[src/rtl/i2c_tgt_pkg.sv]
package i2c_tgt_pkg;
  localparam int BYTE_W  = 8;
  localparam int ADDR_W  = 7;
  localparam int BCNT_W  = $clog2(BYTE_W) + 1;

  typedef enum logic [2:0] {
    ST_IDLE,
    ST_ADDR,
    ST_ACK,
    ST_WR,
    ST_RD,
    ST_RD_ACK,
    ST_WAIT
  } tgt_state_e;
endpackage

[src/rtl/i2c_line_filter.sv]
module i2c_line_filter #(
  parameter int   FILT_LEN  = 3,
  parameter logic RESET_VAL = 1'b1
) (
  input  logic clk_i,
  input  logic rst_ni,
  input  logic raw_i,
  output logic filt_o
);
  localparam int CW = $clog2(FILT_LEN) + 1;

  logic          s1_q, s2_q, filt_q;
  logic [CW-1:0] cnt_q;

  always_ff @(posedge clk_i or negedge rst_ni) begin
    if (!rst_ni) begin
      s1_q   <= RESET_VAL;
      s2_q   <= RESET_VAL;
      filt_q <= RESET_VAL;
      cnt_q  <= '0;
    end else begin
      s1_q <= raw_i;
      s2_q <= s1_q;
      if (s2_q != filt_q) begin
        if (cnt_q == CW'(FILT_LEN - 1)) begin
          filt_q <= s2_q;
          cnt_q  <= '0;
        end else begin
          cnt_q <= cnt_q + 1'b1;
        end
      end else begin
        cnt_q <= '0;
      end
    end
  end

  assign filt_o = filt_q;
endmodule

[src/rtl/i2c_bus_events.sv]
module i2c_bus_events (
  input  logic clk_i,
  input  logic rst_ni,
  input  logic scl_i,
  input  logic sda_i,
  output logic scl_rise_o,
  output logic scl_fall_o,
  output logic start_o,
  output logic stop_o
);
  logic scl_q, sda_q;

  always_ff @(posedge clk_i or negedge rst_ni) begin
    if (!rst_ni) begin
      scl_q <= 1'b1;
      sda_q <= 1'b1;
    end else begin
      scl_q <= scl_i;
      sda_q <= sda_i;
    end
  end

  assign scl_rise_o = scl_i & ~scl_q;
  assign scl_fall_o = ~scl_i & scl_q;
  assign start_o    = scl_i & scl_q & sda_q & ~sda_i;
  assign stop_o     = scl_i & scl_q & ~sda_q & sda_i;
endmodule

[src/rtl/i2c_tgt_fsm.sv]
module i2c_tgt_fsm
  import i2c_tgt_pkg::*;
(
  input  logic              clk_i,
  input  logic              rst_ni,
  input  logic [ADDR_W-1:0] own_addr_i,
  input  logic              sda_i,
  input  logic              scl_rise_i,
  input  logic              scl_fall_i,
  input  logic              start_i,
  input  logic              stop_i,
  input  logic [BYTE_W-1:0] tx_data_i,
  output logic              sda_oe_o,
  output logic              active_o,
  output logic              read_o,
  output logic              rx_valid_o,
  output logic [BYTE_W-1:0] rx_data_o,
  output logic              tx_take_o
);
  tgt_state_e        state_q;
  logic [BYTE_W-1:0] shreg_q;
  logic [BCNT_W-1:0] bcnt_q;
  logic              mnack_q;
  logic              byte_done;

  assign byte_done = (bcnt_q == BCNT_W'(BYTE_W));

  always_ff @(posedge clk_i or negedge rst_ni) begin
    if (!rst_ni) begin
      state_q    <= ST_IDLE;
      shreg_q    <= '0;
      bcnt_q     <= '0;
      mnack_q    <= 1'b0;
      sda_oe_o   <= 1'b0;
      active_o   <= 1'b0;
      read_o     <= 1'b0;
      rx_valid_o <= 1'b0;
      rx_data_o  <= '0;
      tx_take_o  <= 1'b0;
    end else begin
      rx_valid_o <= 1'b0;
      tx_take_o  <= 1'b0;
      // conditions only honoured outside the address phase
      if (start_i && state_q != ST_ADDR) begin
        state_q  <= ST_ADDR;
        bcnt_q   <= '0;
        sda_oe_o <= 1'b0;
        active_o <= 1'b0;
      end else if (stop_i && state_q != ST_ADDR) begin
        state_q  <= ST_IDLE;
        sda_oe_o <= 1'b0;
        active_o <= 1'b0;
      end else begin
        unique case (state_q)
          ST_ADDR: begin
            if (scl_rise_i) begin
              shreg_q <= {shreg_q[BYTE_W-2:0], sda_i};
              bcnt_q  <= bcnt_q + 1'b1;
            end else if (scl_fall_i && byte_done) begin
              bcnt_q <= '0;
              if (shreg_q[BYTE_W-1:1] == own_addr_i) begin
                sda_oe_o <= 1'b1;
                active_o <= 1'b1;
                read_o   <= shreg_q[0];
                state_q  <= ST_ACK;
              end else begin
                state_q <= ST_IDLE;
              end
            end
          end
          ST_ACK: begin
            if (scl_fall_i) begin
              bcnt_q <= '0;
              if (read_o) begin
                shreg_q   <= tx_data_i;
                sda_oe_o  <= ~tx_data_i[BYTE_W-1];
                tx_take_o <= 1'b1;
                state_q   <= ST_RD;
              end else begin
                sda_oe_o <= 1'b0;
                state_q  <= ST_WR;
              end
            end
          end
          ST_WR: begin
            if (scl_rise_i) begin
              shreg_q <= {shreg_q[BYTE_W-2:0], sda_i};
              bcnt_q  <= bcnt_q + 1'b1;
            end else if (scl_fall_i && byte_done) begin
              rx_valid_o <= 1'b1;
              rx_data_o  <= shreg_q;
              sda_oe_o   <= 1'b1;
              state_q    <= ST_ACK;
            end
          end
          ST_RD: begin
            if (scl_rise_i) begin
              bcnt_q <= bcnt_q + 1'b1;
            end else if (scl_fall_i) begin
              if (byte_done) begin
                sda_oe_o <= 1'b0;
                state_q  <= ST_RD_ACK;
              end else begin
                shreg_q  <= {shreg_q[BYTE_W-2:0], 1'b0};
                sda_oe_o <= ~shreg_q[BYTE_W-2];
              end
            end
          end
          ST_RD_ACK: begin
            if (scl_rise_i) begin
              mnack_q <= sda_i;
            end else if (scl_fall_i) begin
              bcnt_q <= '0;
              if (!mnack_q) begin
                shreg_q   <= tx_data_i;
                sda_oe_o  <= ~tx_data_i[BYTE_W-1];
                tx_take_o <= 1'b1;
                state_q   <= ST_RD;
              end else begin
                state_q <= ST_WAIT;
              end
            end
          end
          default: ;
        endcase
      end
    end
  end
endmodule

[src/rtl/i2c_strap_target.sv]
module i2c_strap_target
  import i2c_tgt_pkg::*;
#(
  parameter int                FILT_LEN  = 3,
  parameter int                N_STRAP   = 3,
  parameter logic [ADDR_W-1:0] ADDR_BASE = 7'b100_0000
) (
  input  logic               clk_i,
  input  logic               rst_ni,
  input  logic               scl_i,
  input  logic               sda_i,
  input  logic [N_STRAP-1:0] strap_i,
  output logic               sda_oe_o,
  output logic               active_o,
  output logic               read_o,
  output logic               rx_valid_o,
  output logic [BYTE_W-1:0]  rx_data_o,
  input  logic [BYTE_W-1:0]  tx_data_i,
  output logic               tx_take_o
);
  logic [1:0]        raw_lines, filt_lines;
  logic              scl_f, sda_f;
  logic              scl_rise, scl_fall, start_det, stop_det;
  logic [ADDR_W-1:0] own_addr;

  assign raw_lines = {sda_i, scl_i};

  for (genvar g = 0; g < 2; g++) begin : g_line
    i2c_line_filter #(.FILT_LEN(FILT_LEN), .RESET_VAL(1'b1)) u_filt (
      .clk_i (clk_i),
      .rst_ni(rst_ni),
      .raw_i (raw_lines[g]),
      .filt_o(filt_lines[g])
    );
  end

  assign scl_f = filt_lines[0];
  assign sda_f = filt_lines[1];

  // straps land on every other address bit from A0 upward
  always_comb begin
    own_addr = ADDR_BASE;
    for (int k = 0; k < N_STRAP; k++) own_addr[2*k] = strap_i[k];
  end

  i2c_bus_events u_events (
    .clk_i     (clk_i),
    .rst_ni    (rst_ni),
    .scl_i     (scl_f),
    .sda_i     (sda_f),
    .scl_rise_o(scl_rise),
    .scl_fall_o(scl_fall),
    .start_o   (start_det),
    .stop_o    (stop_det)
  );

  i2c_tgt_fsm u_fsm (
    .clk_i     (clk_i),
    .rst_ni    (rst_ni),
    .own_addr_i(own_addr),
    .sda_i     (sda_f),
    .scl_rise_i(scl_rise),
    .scl_fall_i(scl_fall),
    .start_i   (start_det),
    .stop_i    (stop_det),
    .tx_data_i (tx_data_i),
    .sda_oe_o  (sda_oe_o),
    .active_o  (active_o),
    .read_o    (read_o),
    .rx_valid_o(rx_valid_o),
    .rx_data_o (rx_data_o),
    .tx_take_o (tx_take_o)
  );
endmodule

[config.mk]
export PLATFORM = sky130hd
export DESIGN_NAME = i2c_strap_target
export DESIGN_NICKNAME = d
export VERILOG_FILES = /design/src/rtl/i2c_tgt_pkg.sv /design/src/rtl/i2c_line_filter.sv /design/src/rtl/i2c_bus_events.sv /design/src/rtl/i2c_tgt_fsm.sv /design/src/rtl/i2c_strap_target.sv
export SDC_FILE = /design/constraint.sdc
export NUM_CORES = 1
export LEC_CHECK = 0
export ABC_CLOCK_PERIOD_IN_PS = 2350
export BUFFER_PORTS_ARGS = -buffer_cell sky130_fd_sc_hd__buf_2
export CAP_MARGIN = 5
export CORE_ASPECT_RATIO = 0.75
export CORE_MARGIN = 2
export CORE_UTILIZATION = 58
export CTS_CLUSTER_DIAMETER = 120
export DETAILED_ROUTE_END_ITERATION = 16
export GPL_ROUTABILITY_DRIVEN = 0
export PLACE_DENSITY_LB_ADDON = 0.3
export SETUP_SLACK_MARGIN = 0.05
export SYNTH_ARGS = -nofsm -noshare
export SYNTH_HDL_FRONTEND = slang
export SYNTH_SLANG_ARGS = --single-unit
[constraint.sdc]
create_clock -name clk_i -period 2.35 [get_ports clk_i]
set_clock_uncertainty 0.15 [all_clocks]
set_input_delay 0.235 -clock clk_i [delete_from_list [all_inputs] [get_ports clk_i]]
set_output_delay 0.235 -clock clk_i [all_outputs]
set_load 0.01 [all_outputs]
## Word-level counts from Yosys, hierarchy flattened

Index checks and enable logic that the tools add are counted.

| storage, ports and cells | value |
|---|---|
| bits in latches | 0 |
| register bits | 43 |
| RAM bits | 0 |
| memories | 0 |
| input port bits | 15 |
| bits in read-only memories | 0 |

| cells by class | value |
|---|---|
| add/sub/neg operators | 3 |
| $lt $le $gt $ge | 0 |
| mux-type cells | 70 |
| div/mod/pow operators | 0 |
| equal/unequal tests | 38 |
| bitwise gates (word level) | 16 |
| multipliers | 0 |
| shifts and indexed selects | 0 |
| reduce and logical (&&, ||, !) cells | 21 |

Operators by type and width:

| cell | number |
|---|---|
| $mux W8 | 9 |
| $mux W3 | 17 |
| $pmux W8 S4 | 1 |
| $mux W1 | 30 |
| $mux W4 | 7 |
| $ne A4 B1 Y1 const B | 7 |
| $reduce_and A12 Y1 | 2 |
| $ne A4 B2 Y1 const B | 5 |
| $pmux W4 S4 | 1 |
| $pmux W3 S5 | 1 |
| $eq A3 B2 Y1 const B | 4 |
| $ne A2 B1 Y1 const B | 6 |
| $reduce_and A11 Y1 | 1 |
| $reduce_and A5 Y1 | 2 |
| $ne A3 B1 Y1 const B | 3 |
| $not A1 Y1 | 9 |
| $reduce_bool A3 Y1 | 3 |
| $ne A2 B2 Y1 const B | 4 |
| $reduce_and A4 Y1 | 2 |
| $and A1 B1 Y1 | 7 |
| $eq A7 B7 Y1 | 1 |
| $reduce_bool A7 Y1 | 1 |
| $add A3 B1 Y3 const B | 2 |
| $eq A3 B3 Y1 const B | 2 |
| 15 further kinds | 21 |

## Logic depth before layout (Yosys ltp)

Gate-level depths: netlist (run 1).

| logic depth | value |
|---|---|
| word-level depth | 8 |
| mapped depth | 8 |
| depth with buffers taken out | 7 |

## Modules after synthesis

A second synthesis (run 1) with hierarchy kept.

| unflattened totals | value |
|---|---|
| cells, all modules | 231 |
| area total of the unflattened synthesis | 2524.9 um2 |

By module, submodules not included:

| module | sequential area each (um2) | area each (um2) | cells an instance | times used |
|---|---|---|---|---|
| i2c_tgt_fsm | 725.7 | 1946.9 | 189 | 1 |
| i2c_line_filter | 153.9 | 242.7 | 17 | 2 |
| i2c_bus_events | 52.6 | 85.1 | 6 | 1 |
| i2c_strap_target | 0.0 | 7.5 | 2 | 1 |

## Worst setup path after synthesis (run 1)

OpenSTA, ideal clock, no wires.

| path | value |
|---|---|
| kind | reg2reg |
| from | register g_line[1].u_filt.filt_q |
| to | register u_fsm.shreg_q[2] |
| path slack | 0.328 ns |
| arrival | 1.748 ns |
| path buffers | 2 |
| period minus slack after synthesis | 2.022 ns |
| stages on the path, launching flop included | 8 |
| cells stage by stage | dfstp_2 -> buf_2 -> xnor2_1 -> nor3_2 -> nor2b_1 -> and3_1 -> buf_2 -> mux2_2 |

| between the ends | value |
|---|---|
| longest elaborated chain between the ends | 5 |
| elaborated cells between the ends (all ways) | 8 |
| classes of those cells | bitwise (5); reduce/logical (3) |

RTL lines:

| what | line | text |
|---|---|---|
| start, declared | i2c_line_filter.sv:12 | `logic s1_q, s2_q, filt_q;` |
| start signal, assigned | i2c_line_filter.sv:26 | `filt_q <= s2_q;` |
| $not A1 Y1 | i2c_bus_events.sv:25 | `assign start_o = scl_i & scl_q & sda_q & ~sda_i;` |
| $and A1 B1 Y1 | i2c_bus_events.sv:25 |  |
| $logic_and A1 B1 Y1 | i2c_tgt_fsm.sv:44 | `if (start_i && state_q != ST_ADDR) begin` |
| $not A1 Y1 (no line) | n/a |  |
| $reduce_and A12 Y1 (no line) * | n/a |  |
| end signal, assigned | i2c_tgt_fsm.sv:57 | `shreg_q <= {shreg_q[BYTE_W-2:0], sda_i};` |
| end signal, assigned | i2c_tgt_fsm.sv:75 | `shreg_q <= tx_data_i;` |
| end signal, assigned | i2c_tgt_fsm.sv:87 | `shreg_q <= {shreg_q[BYTE_W-2:0], sda_i};` |
| end, declared | i2c_tgt_fsm.sv:21 | `logic [BYTE_W-1:0] shreg_q;` |

Every way passes the cells marked *; elsewhere a longest branch is shown, timed or not.
A chain may end at the register's enable or synchronous reset.

## Worst setup path in the final report (run 1)

| path | value |
|---|---|
| from | register u_fsm.state_q[0] |
| to | register u_fsm.bcnt_q[0] |

| between the ends | value |
|---|---|
| longest elaborated chain between the ends | 5 |
| elaborated cells between the ends (all ways) | 18 |
| classes of those cells | eq/ne (10); mux (3); reduce/logical (5) |

RTL lines:

| what | line | text |
|---|---|---|
| start, declared | i2c_tgt_fsm.sv:20 | `tgt_state_e state_q;` |
| start signal, assigned | i2c_tgt_fsm.sv:30 | `state_q <= ST_IDLE;` |
| start signal, assigned | i2c_tgt_fsm.sv:45 | `state_q <= ST_ADDR;` |
| start signal, assigned | i2c_tgt_fsm.sv:50 | `state_q <= ST_IDLE;` |
| $eq A3 B2 Y1 or $eq A3 B3 Y1 (tied branches) | i2c_tgt_fsm.sv:54 | `unique case (state_q)` |
| $reduce_or A2 Y1 (no line) | n/a |  |
| $pmux W4 S4 | i2c_tgt_fsm.sv:54 |  |
| $mux W4 | i2c_tgt_fsm.sv:49 | `end else if (stop_i && state_q != ST_ADDR) begin` |
| $mux W4 | i2c_tgt_fsm.sv:44 |  |
| end signal, assigned | i2c_tgt_fsm.sv:58 | `bcnt_q <= bcnt_q + 1'b1;` |
| end signal, assigned | i2c_tgt_fsm.sv:88 | `bcnt_q <= bcnt_q + 1'b1;` |
| end signal, assigned | i2c_tgt_fsm.sv:98 | `bcnt_q <= bcnt_q + 1'b1;` |
| end, declared | i2c_tgt_fsm.sv:22 | `logic [BCNT_W-1:0] bcnt_q;` |

Parallel ways exist; a longest one is shown, timed or not. The select of a mux whose other input is x is not followed.

==> results of run 1 <==
## what timing repair did
action,CTS,global route
endpoints found under the setup margin,2,5
setup buffers,0,2
gates resized for setup,1,4
hold buffers,3,0
endpoints found under the hold margin,16,0
## registers in the layout, summed over array words and instances, names as in the netlist
register	cells
u_fsm.shreg_q	8
u_fsm.bcnt_q	4
u_fsm.tx_take_o	1
u_fsm.read_o	1
u_fsm.rx_data_o	8
u_events.sda_q	1
u_fsm.sda_oe_o	1
u_fsm.active_o	1
u_events.scl_q	1
u_fsm.rx_valid_o	1
u_fsm.state_q	3
u_fsm.mnack_q	1
g_line.u_filt.filt_o	2
g_line.u_filt.cnt_q	6
g_line.u_filt.s2_q	2
g_line.u_filt.s1_q	2
## critical path, cell delays in order (launching register included)
cell and delay (ns):
dfrtp_1 0.51, clkinv_1 0.32, a2111oi_2 0.48, o32ai_2 0.14, and2_4 0.20, mux2_4 0.29
## cells in the final DEF (no fill, tap or decap), types with 5 or more instances in the layout
| cell type | synthesis | routed |
|---|---|---|
| nand2_1 | 11 | 11 |
| xor2_1 | 5 | 5 |
| nand3_1 | 8 | 8 |
| nand3b_1 | 5 | 5 |
| dfrtp_1 | 35 | 35 |
| inv_1 | 9 | 9 |
| o21ai_0 | 9 | 8 |
| nor2b_1 | 7 | 7 |
| nor2_1 | 9 | 8 |
| dfstp_2 | 8 | 8 |
| buf_4 | 2 | 17 |
| mux2_2 | 24 | 24 |
| buf_2 | 6 | 27 |
| a21oi_1 | 8 | 8 |
| clkbuf_8 | 0 | 6 |
## area by class of cell
class	instances	share of cell area [%]
multi-input combinational	147	42.1
clock buffer	6	2.99
clock inverter	2	1.40
timing repair buffer	47	10.6
sequential	43	39.3
tap	52	2.35
inverter	10	1.36
## cell usage after synthesis (all sizes together) (6+ instances only)
master,number,area [um2]
a21oi,8,40.0
buf,9,48.8
dfrtp,35,876
dfstp,8,210
inv,9,33.8
mux2,29,330
nand2,11,41.3
nand3,8,40.0
nor2,9,33.8
nor2b,7,43.8
nor3,6,40.0
o21ai,10,50.0
## stage by stage
stage / hold slack, ns / setup slack (ns) / instance area (um2)
after detailed placement: 0.00367 / 0.0980 / 2580
after global placement: -0.000773 / 0.149 / 2580
after global routing: 0.138 / 0.0666 / 2770
final: 0.133 / 0.141 / 2770
after floorplan: -0.211 / 0.328 / 2320
after CTS: 0.130 / 0.0922 / 2740
## power groups by stage
| stage | sequential, uW | clock (uW) | combinational [uW] |
|---|---|---|---|
| 2_1_floorplan | 1040 | 0 | 886 |
| 3_3_place_gp | 1080 | 0 | 1130 |
| 3_5_place_dp | 1090 | 0 | 1160 |
| 4_1_cts | 1070 | 626 | 1190 |
| 5_1_grt | 1100 | 653 | 1320 |
| 6_report | 1080 | 621 | 1220 |
## worst paths after layout
kind                                       start               endpoint  slack, ns  cells after the start
setup / recovery                u_fsm.state_q[0]        u_fsm.bcnt_q[0]       0.14                      5
hold / removal                      tx_data_i[2]       u_fsm.shreg_q[2]       0.13                      3
setup reg to reg                u_fsm.state_q[0]        u_fsm.bcnt_q[0]       0.14                      5
hold reg to reg            g_line[1].u_filt.s1_q  g_line[1].u_filt.s2_q       0.21                      0
max in group asynchronous                 rst_ni         u_events.scl_q       1.13                      3
min in group asynchronous                 rst_ni       u_fsm.state_q[0]       0.20                      2
## layer usage
metal  up-vias  track usage [%]  wire [um]
li1        849                -          -
met1       885             31.5       2350
met2        76             37.5       2330
met3        16             4.14        283
met4         0             10.2         93
met5         -                0          0
## cells by family (layout without fill, tap and decap cells)
family / Yosys count / in the layout
compound gates: 43 / 43
flops: 43 / 43
fa+ha+maj: 2 / 2
buf+inv: 20 / 65
mux: 30 / 30
simple gates: 64 / 64
xor+xnor: 8 / 8
==> reports/qor.yml, run 1 <==
grt_pass1_vias: 1714
muxShareOfSynthArea_pct: 14.7
antenna_found_initial: 0
worst_pin_slew_ns: 0.473
crit_type: "reg -> reg"
fp-row-count: 19
synth_edf_count: 0
setup_viol: 0
fin_util_pct: 73.7
register_area_um2: 1090
synth_cell_types: 58
fillers: 278
clkTransAtPathRegs_ns: 0.09
nets: 271
seq_area_frac_synth_pct: 46.8
clk_latency_ns: 0.30
cp-start-kind: "flop"
numCtsBuffers: 5
clkSinkCount: 43
drcViolationCount: 0
power_frac_seq_pct: 37.0
cts.path.max_buffers: 2
drive_gt1_share_pct: 38.8
cts_tree: "done"
synthesis.nets: 227
maxCapViolCount: 0
end_kind: "flop"
die_width_um: 77.0
synthAdderAreaFrac_pct: 1.08
overflow: 0
p_sw_uw: 1070
wl_um: 5060
pwr-share-clk_pct: 21.3
portBuffers: 27
status: "finished clean"
finalSetupTns_ns: 0
dr_total_vias: 1826
post-dp-hpwl_um: 3620
hp-class: "in -> reg"
io_pins: 28
async_flop_share_pct: 100
diodes: 0
rsz0062_at_grt: "no"
final-max-slew-violation-count: 0
dr.pass1.iters: 4
initial_core_util_pct: 61.8
p_int_uw: 1850
crit_path_max_fanout: 8
drt_iter0_markers: 200
synth_simple_gate_area_share_pct: 16.8
die_area_um2: 4530
power.total_uw: 2920
syn_area_um2: 2320
synth_warnings: 0
leakage_uw: 0.00129
vias_per_cell: 5.95
ir_worst_vdd_v: 0.000810
dp.cells: 294
synth_compound_area_share_pct: 13.7
switching_share_pct: 36.7
finalNonFillerCells: 307
multiInputGateArea_um2: 1160
power.share.combinational_pct: 41.7
slew_headroom_pct: 68.2
die_h_um: 58.8
grt_max_degree: 30
clock.fmax_mhz: 453
synth_top_family_by_area: "simple AND/OR/NAND/NOR gates"
cts-root-buf: "clkbuf_8"
coreArea_um2: 3760
synth_ff_type: "dfrtp_1"
powerDensity_nw_per_um2: 1060
finalCritPeriodShare_pct: 94.0
grt_use_total_pct: 23.2
wl_per_cell_um: 16.5
syn-instance-count: 210
drtAntennaViolNets: 0
synthXorXnorAreaFrac_pct: 3.02
syn_avg_cell_area_um2: 11.0
critPathRequiredTime_ns: 2.39
grt_pass1_wl_um: 8060
synthToLayoutAreaGrowth_pct: 19.3
htreeDepth: 2
ys_ff_latch: 43
hold_viol: 0
period_needed_ns: 2.21
cp.arrival_ns: 2.25
Power figures use the tool's default switching activity.
==> inputs of run 2 (changes only) <==
ABC_AREA = 1   (was not set)
CORE_UTILIZATION = 57   (was 58)
==> run 2 against run 1 <==
  * First-iteration DRC count decreased by 27%
  * Die area is 0.36% higher
  * Sequential share of layout area is 2.2 points higher
  * Combinational power decreased by 14%
==> reports/qor.yml, run 2 <==
syn_area_um2: 2290
ys_ff_latch: 43
cts_hold_buf: 3
clock.fmax_mhz: 510
final-max-slew-violation-count: 0
post_cts_buffers: 0
async_flop_share_pct: 100
yosysTopAreaCell: "dfrtp_1"
syn_avg_cell_area_um2: 7.71
cts_resized: 0
antenna_found_initial: 0
maxCapViolCount: 0
post-dp-hpwl_um: 3820
ff2ff_path_depth: 9
slew_headroom_pct: 70.7
worst-path-buf-inv: 1
dp.cells: 375
synth_most_common_cell: "nand2_1"
finalSetupTns_ns: 0
nets: 350
reg.largest.list: "u_fsm.rx_data_o x8, u_fsm.shreg_q x8, g_line.u_filt.cnt_q x6"
leakage_uw: 0.00140
seq_area_frac_synth_pct: 47.5
synthesis.nets: 314
vias_per_cell: 5.27
hold_end: "u_fsm.shreg_q[2]"
fin_util_pct: 69.8
fp-row-count: 19
dr.pass1.iters: 4
drtAntennaViolNets: 0
clkTransAtPathRegs_ns: 0.08
synthToLayoutAreaGrowth_pct: 14.6
clk_latency_ns: 0.31
cp_slowest_cell: "dfrtp_1"
setup_viol: 0
finalNonFillerCells: 386
grt_pass1_vias: 1872
crit_type: "reg -> reg"
hp-class: "in -> reg"
cpPeakStageDelay_ns: 0.54
reg2reg_to: "u_fsm.shreg_q[6]"
hold_start: "tx_data_i[2]"
fillers: 310
rsz0062_at_grt: "no"
die_h_um: 58.9
finalCritPeriodShare_pct: 83.4
syn-instance-count: 297
synth_cell_types: 28
diodes: 0
cp-start-kind: "flop"
register_area_um2: 1090
numCtsBuffers: 5
portBuffers: 27
synth_edf_count: 0
synth_commonest_cells: "nand2_1, dfrtp_1, nor2_1, inv_1, nand3_1"
drcViolationCount: 0
multiInputGateArea_um2: 1050
cts.path.max_buffers: 2
coreArea_um2: 3760
io_pins: 28
cp.arrival_ns: 2.01
period_needed_ns: 1.96
crit_family: "simple AND/OR/NAND/NOR gates"
r2r-start: "u_fsm.state_q[1]"
initial_core_util_pct: 60.9
ir_worst_vdd_v: 0.000723
wl_per_cell_um: 12.9
grt_use_total_pct: 25.0
cts-root-buf: "clkbuf_8"
hold_depth: 5
rrSetupSlack_ns: 0.39
final_common_cell: "nand2_1"
drive_gt1_share_pct: 21.0
final_cell_mix: "nand2_1, dfrtp_1, nor2_1"
crit_path_max_fanout: 9
synth_ff_type: "dfrtp_1"
overflow: 0
grt_max_degree: 21
end_kind: "flop"
status: "finished clean"
clkSinkCount: 43
grt_pass1_wl_um: 8680
hold_viol: 0
worst_pin_slew_ns: 0.439
cts_tree: "done"
path_cells: "inv_2 -> nand2_2 -> nor2_2 -> nand2_2 -> o21ai_1 -> nor3b_4 -> nand2_4 -> nand2_1 -> nand2_1"
drt_iter0_markers: 146
critPathRequiredTime_ns: 2.40
synth_top_cell_area_share_pct: 38.3
powerDensity_nw_per_um2: 1040
die_area_um2: 4540
die_width_um: 77.2
ys_top_cells_by_area: "dfrtp_1, nand2_1, dfstp_2"
htreeDepth: 2
synth_warnings: 0
dr_total_vias: 2034
wl_um: 4980
## run 2: stage by stage
step                      setup slack, ns  cell area (um2)  power (uW)  hold WS [ns]
after detailed placement            0.448             2480        2140       0.00334
after floorplan                     0.701             2290        1880        -0.211
after global placement              0.451             2480        2100     -0.000693
after CTS                           0.421             2620        2730         0.165
final                               0.390             2620        2730         0.165
after global routing                0.224             2620        2950         0.211
## run 2: worst reg2reg max path, cell delays in order, from the launching register on
cell     delay, ns
dfrtp_1       0.54
inv_2         0.08
nand2_2       0.12
nor2_2        0.06
nand2_2       0.08
o21ai_1       0.10
nor3b_4       0.42
nand2_4       0.15
nand2_1       0.09
nand2_1       0.06
## run 2: cells by family after synthesis
family | share of synthesized area (%)
AND/OR/NAND/NOR | 34.8
flip-flops | 47.5
buffers and inverters | 6.78
AO/OA/AOI/OAI | 8.31
XOR/XNOR | 1.53
adder cells (fa/ha/maj) | 1.09
## run 2: layout make-up
| class | instances | area share (%) |
|---|---|---|
| clock inverters | 3 | 1.67 |
| inverters | 35 | 5.01 |
| repair buffers | 32 | 6.87 |
| well taps | 52 | 2.48 |
| flip-flops and latches | 43 | 41.4 |
| multi-input cells | 216 | 39.9 |
| clock buffers | 5 | 2.62 |
## run 2: how the worst max path moves through the flow
stage	from	cells after the start	end
CTS	u_fsm.state_q[1]	9	u_fsm.shreg_q[7]
detailed placement	u_fsm.state_q[1]	9	u_fsm.shreg_q[6]
global route	u_fsm.state_q[1]	9	u_fsm.shreg_q[7]
finish	u_fsm.state_q[1]	9	u_fsm.shreg_q[6]
floorplan	g_line[0].u_filt.filt_o	9	u_fsm.state_q[0]
global placement	u_fsm.state_q[1]	9	u_fsm.shreg_q[6]
## run 2: metal layers
layer  track usage (%)  wire, um  vias up
met1              37.8      2440      941
met4              9.44        78        0
li1                  -         -     1014
met3              4.75       371        8
met2              36.1      2090       71
met5                 0         0        -
## run 2: where the power goes
part,switching (uW),internal (uW),leakage (uW),total (uW)
logic,712,339,0.000793,1050
registers,151,943,0.000552,1090
clock network,267,316,0.0000581,583
total,1130,1600,0.00140,2730
==> inputs of run 3 (changes only) <==
ABC_CLOCK_PERIOD_IN_PS = 1700   (was 2350)
CORE_UTILIZATION = 52   (was 57)
clock period = 1.7 ns   (was 2.35 ns; I/O delays follow)
==> run 3 against run 2 <==
  * The run now ends with negative setup slack left
  * Final cell count grew 11%
  * Sequential share of layout area shrank 8.5 points
  * Final area grew 26%
  * Critical path type unchanged
  * Largest power group is now combinational logic
==> reports/qor.yml, run 3 (synthesized netlist as in run 2, its figures left out) <==
hp-class: "in -> reg"
grt_use_total_pct: 26.5
synthToLayoutAreaGrowth_pct: 44.5
htreeDepth: 2
clkTransAtPathRegs_ns: 0.08
powerDensity_nw_per_um2: 1470
critPathRequiredTime_ns: 1.78
setup_viol: 16
io_pins: 28
power.total_uw: 4870
leakage_uw: 0.00166
dr_total_vias: 2381
grt_pass1_wl_um: 9690
final-max-slew-violation-count: 0
vias_per_cell: 5.58
worst_pin_slew_ns: 0.536
reg.largest.list: "u_fsm.rx_data_o x8, u_fsm.shreg_q x8, g_line.u_filt.cnt_q x6"
rsz0062_at_grt: "yes"
post-dp-hpwl_um: 3870
layout_setup_ws_ns: -0.113
maxCapViolCount: 0
clkSinkCount: 43
nets: 388
portBuffers: 27
drtAntennaViolNets: 0
drive_gt1_share_pct: 45.7
coreArea_um2: 4130
clock.fmax_mhz: 551
cts_tree: "done"
grt_pass1_vias: 2126
crit_type: "reg -> reg"
clk_latency_ns: 0.31
wl_per_cell_um: 16.3
numCtsBuffers: 5
overflow: 0
status: "complete, but fails checks"
cpPeakStageDelay_ns: 0.60
place_ws_ns: -0.136
finalSetupTns_ns: -1.02
cp-start-kind: "flop"
initial_core_util_pct: 55.4
final_cell_mix: "nand2_1, dfrtp_1, buf_4"
drcViolationCount: 0
crit_path_max_fanout: 6
hold_viol: 0
slew_headroom_pct: 64.2
drt_iter0_markers: 181
failed_checks: "negative setup slack"
cp_slowest_cell: "dfstp_2"
antenna_found_initial: 0
period_needed_ns: 1.81
wl_um: 6960
finalCritPeriodShare_pct: 107
path_cells: "inv_4 -> nor2_4 -> nand3b_1 -> nand2_1 -> nor2_2 -> buf_4 -> nand4_1 -> o21ai_1"
final_common_cell: "nand2_1"
ir_worst_vdd_v: 0.00101
grt_max_degree: 44
diodes: 0
cts-root-buf: "clkbuf_8"
die_area_um2: 4950
cts.path.max_buffers: 2
dr.pass1.iters: 5
die_width_um: 80.6
fp-row-count: 20
die_h_um: 61.5
cp.arrival_ns: 1.89
end_kind: "flop"
run 3: cell types whose count changed in the layout (fill, tap and decap cells not counted), sizes merged:
cell | previous run | this run
clkinv | 2 | 1
buf | 29 | 67
bufinv | 1 | 0
clkinvlp | 0 | 1
clkbuf | 5 | 6
run 3: what timing repair did:
action                                 in CTS  in global routing
hold buffers                                3                  0
setup endpoints to repair                  25                 27
pin swaps                                  20                 33
endpoints found under the hold margin      37                  0
buffers inserted                           13                  4
cloned                                      1                  0
gates resized for setup                    52                 59
run 3: worst max-delay path, delay by kind of cell, from the launching register on:
kind / cells / cell delay, ns
compound gates: 1 / 0.11
buf+inv: 2 / 0.21
flops: 1 / 0.60
simple gates: 5 / 0.65
run 3: per-layer routing:
metal	share of wire [%]	wire length, um	GRT usage (%)	vias to the layer above
met5	0	0	0	-
met4	3.7	260	12.1	0
met3	8.3	578	5.28	35
met2	48	3370	44.0	133
met1	40	2760	34.3	1117
li1	-	-	-	1096
run 3: cell type report:
class / instances / area (um2)
flip-flops and latches: 43 / 1090
clock buffers: 6 / 72.6
fillers: 271 / 822
repair buffers: 70 / 553
multi-input cells: 216 / 1370
well taps: 55 / 68.8
clock inverters: 2 / 12.5
inverters: 35 / 139
run 3: stage by stage:
stage	hold slack, ns	cell area (um2)	std cells	util [%]
after detailed placement	0.120	2670	400	64.8
after global placement	0.116	2670	400	64.8
after floorplan	-0.276	2290	297	-
after CTS	0.0926	3100	424	75.1
after global routing	0.144	3310	427	80.1
final	0.0975	3310	427	80.1
run 3: power by group:
part | switching, uW | internal [uW] | leakage [uW]
Clock | 375 | 287 | 0.0000412
Sequential | 258 | 1310 | 0.000549
Combinational | 1560 | 1090 | 0.00107
run 3: path summary, 6_finish.rpt:
| path | start | depth (start not counted) | to | slack, ns |
|---|---|---|---|---|
| max in group asynchronous | rst_ni | 3 | u_fsm.state_q[2] | 0.70 |
| worst max-delay path | g_line[0].u_filt.filt_o | 8 | u_fsm.bcnt_q[0] | -0.11 |
| worst min register to register | g_line[0].u_filt.s1_q | 0 | g_line[0].u_filt.s2_q | 0.21 |
| min in group asynchronous | rst_ni | 3 | u_fsm.shreg_q[0] | 0.31 |
| worst max register to register | g_line[0].u_filt.filt_o | 8 | u_fsm.bcnt_q[0] | -0.11 |
| worst min-delay path | tx_data_i[6] | 5 | u_fsm.shreg_q[6] | 0.1 |
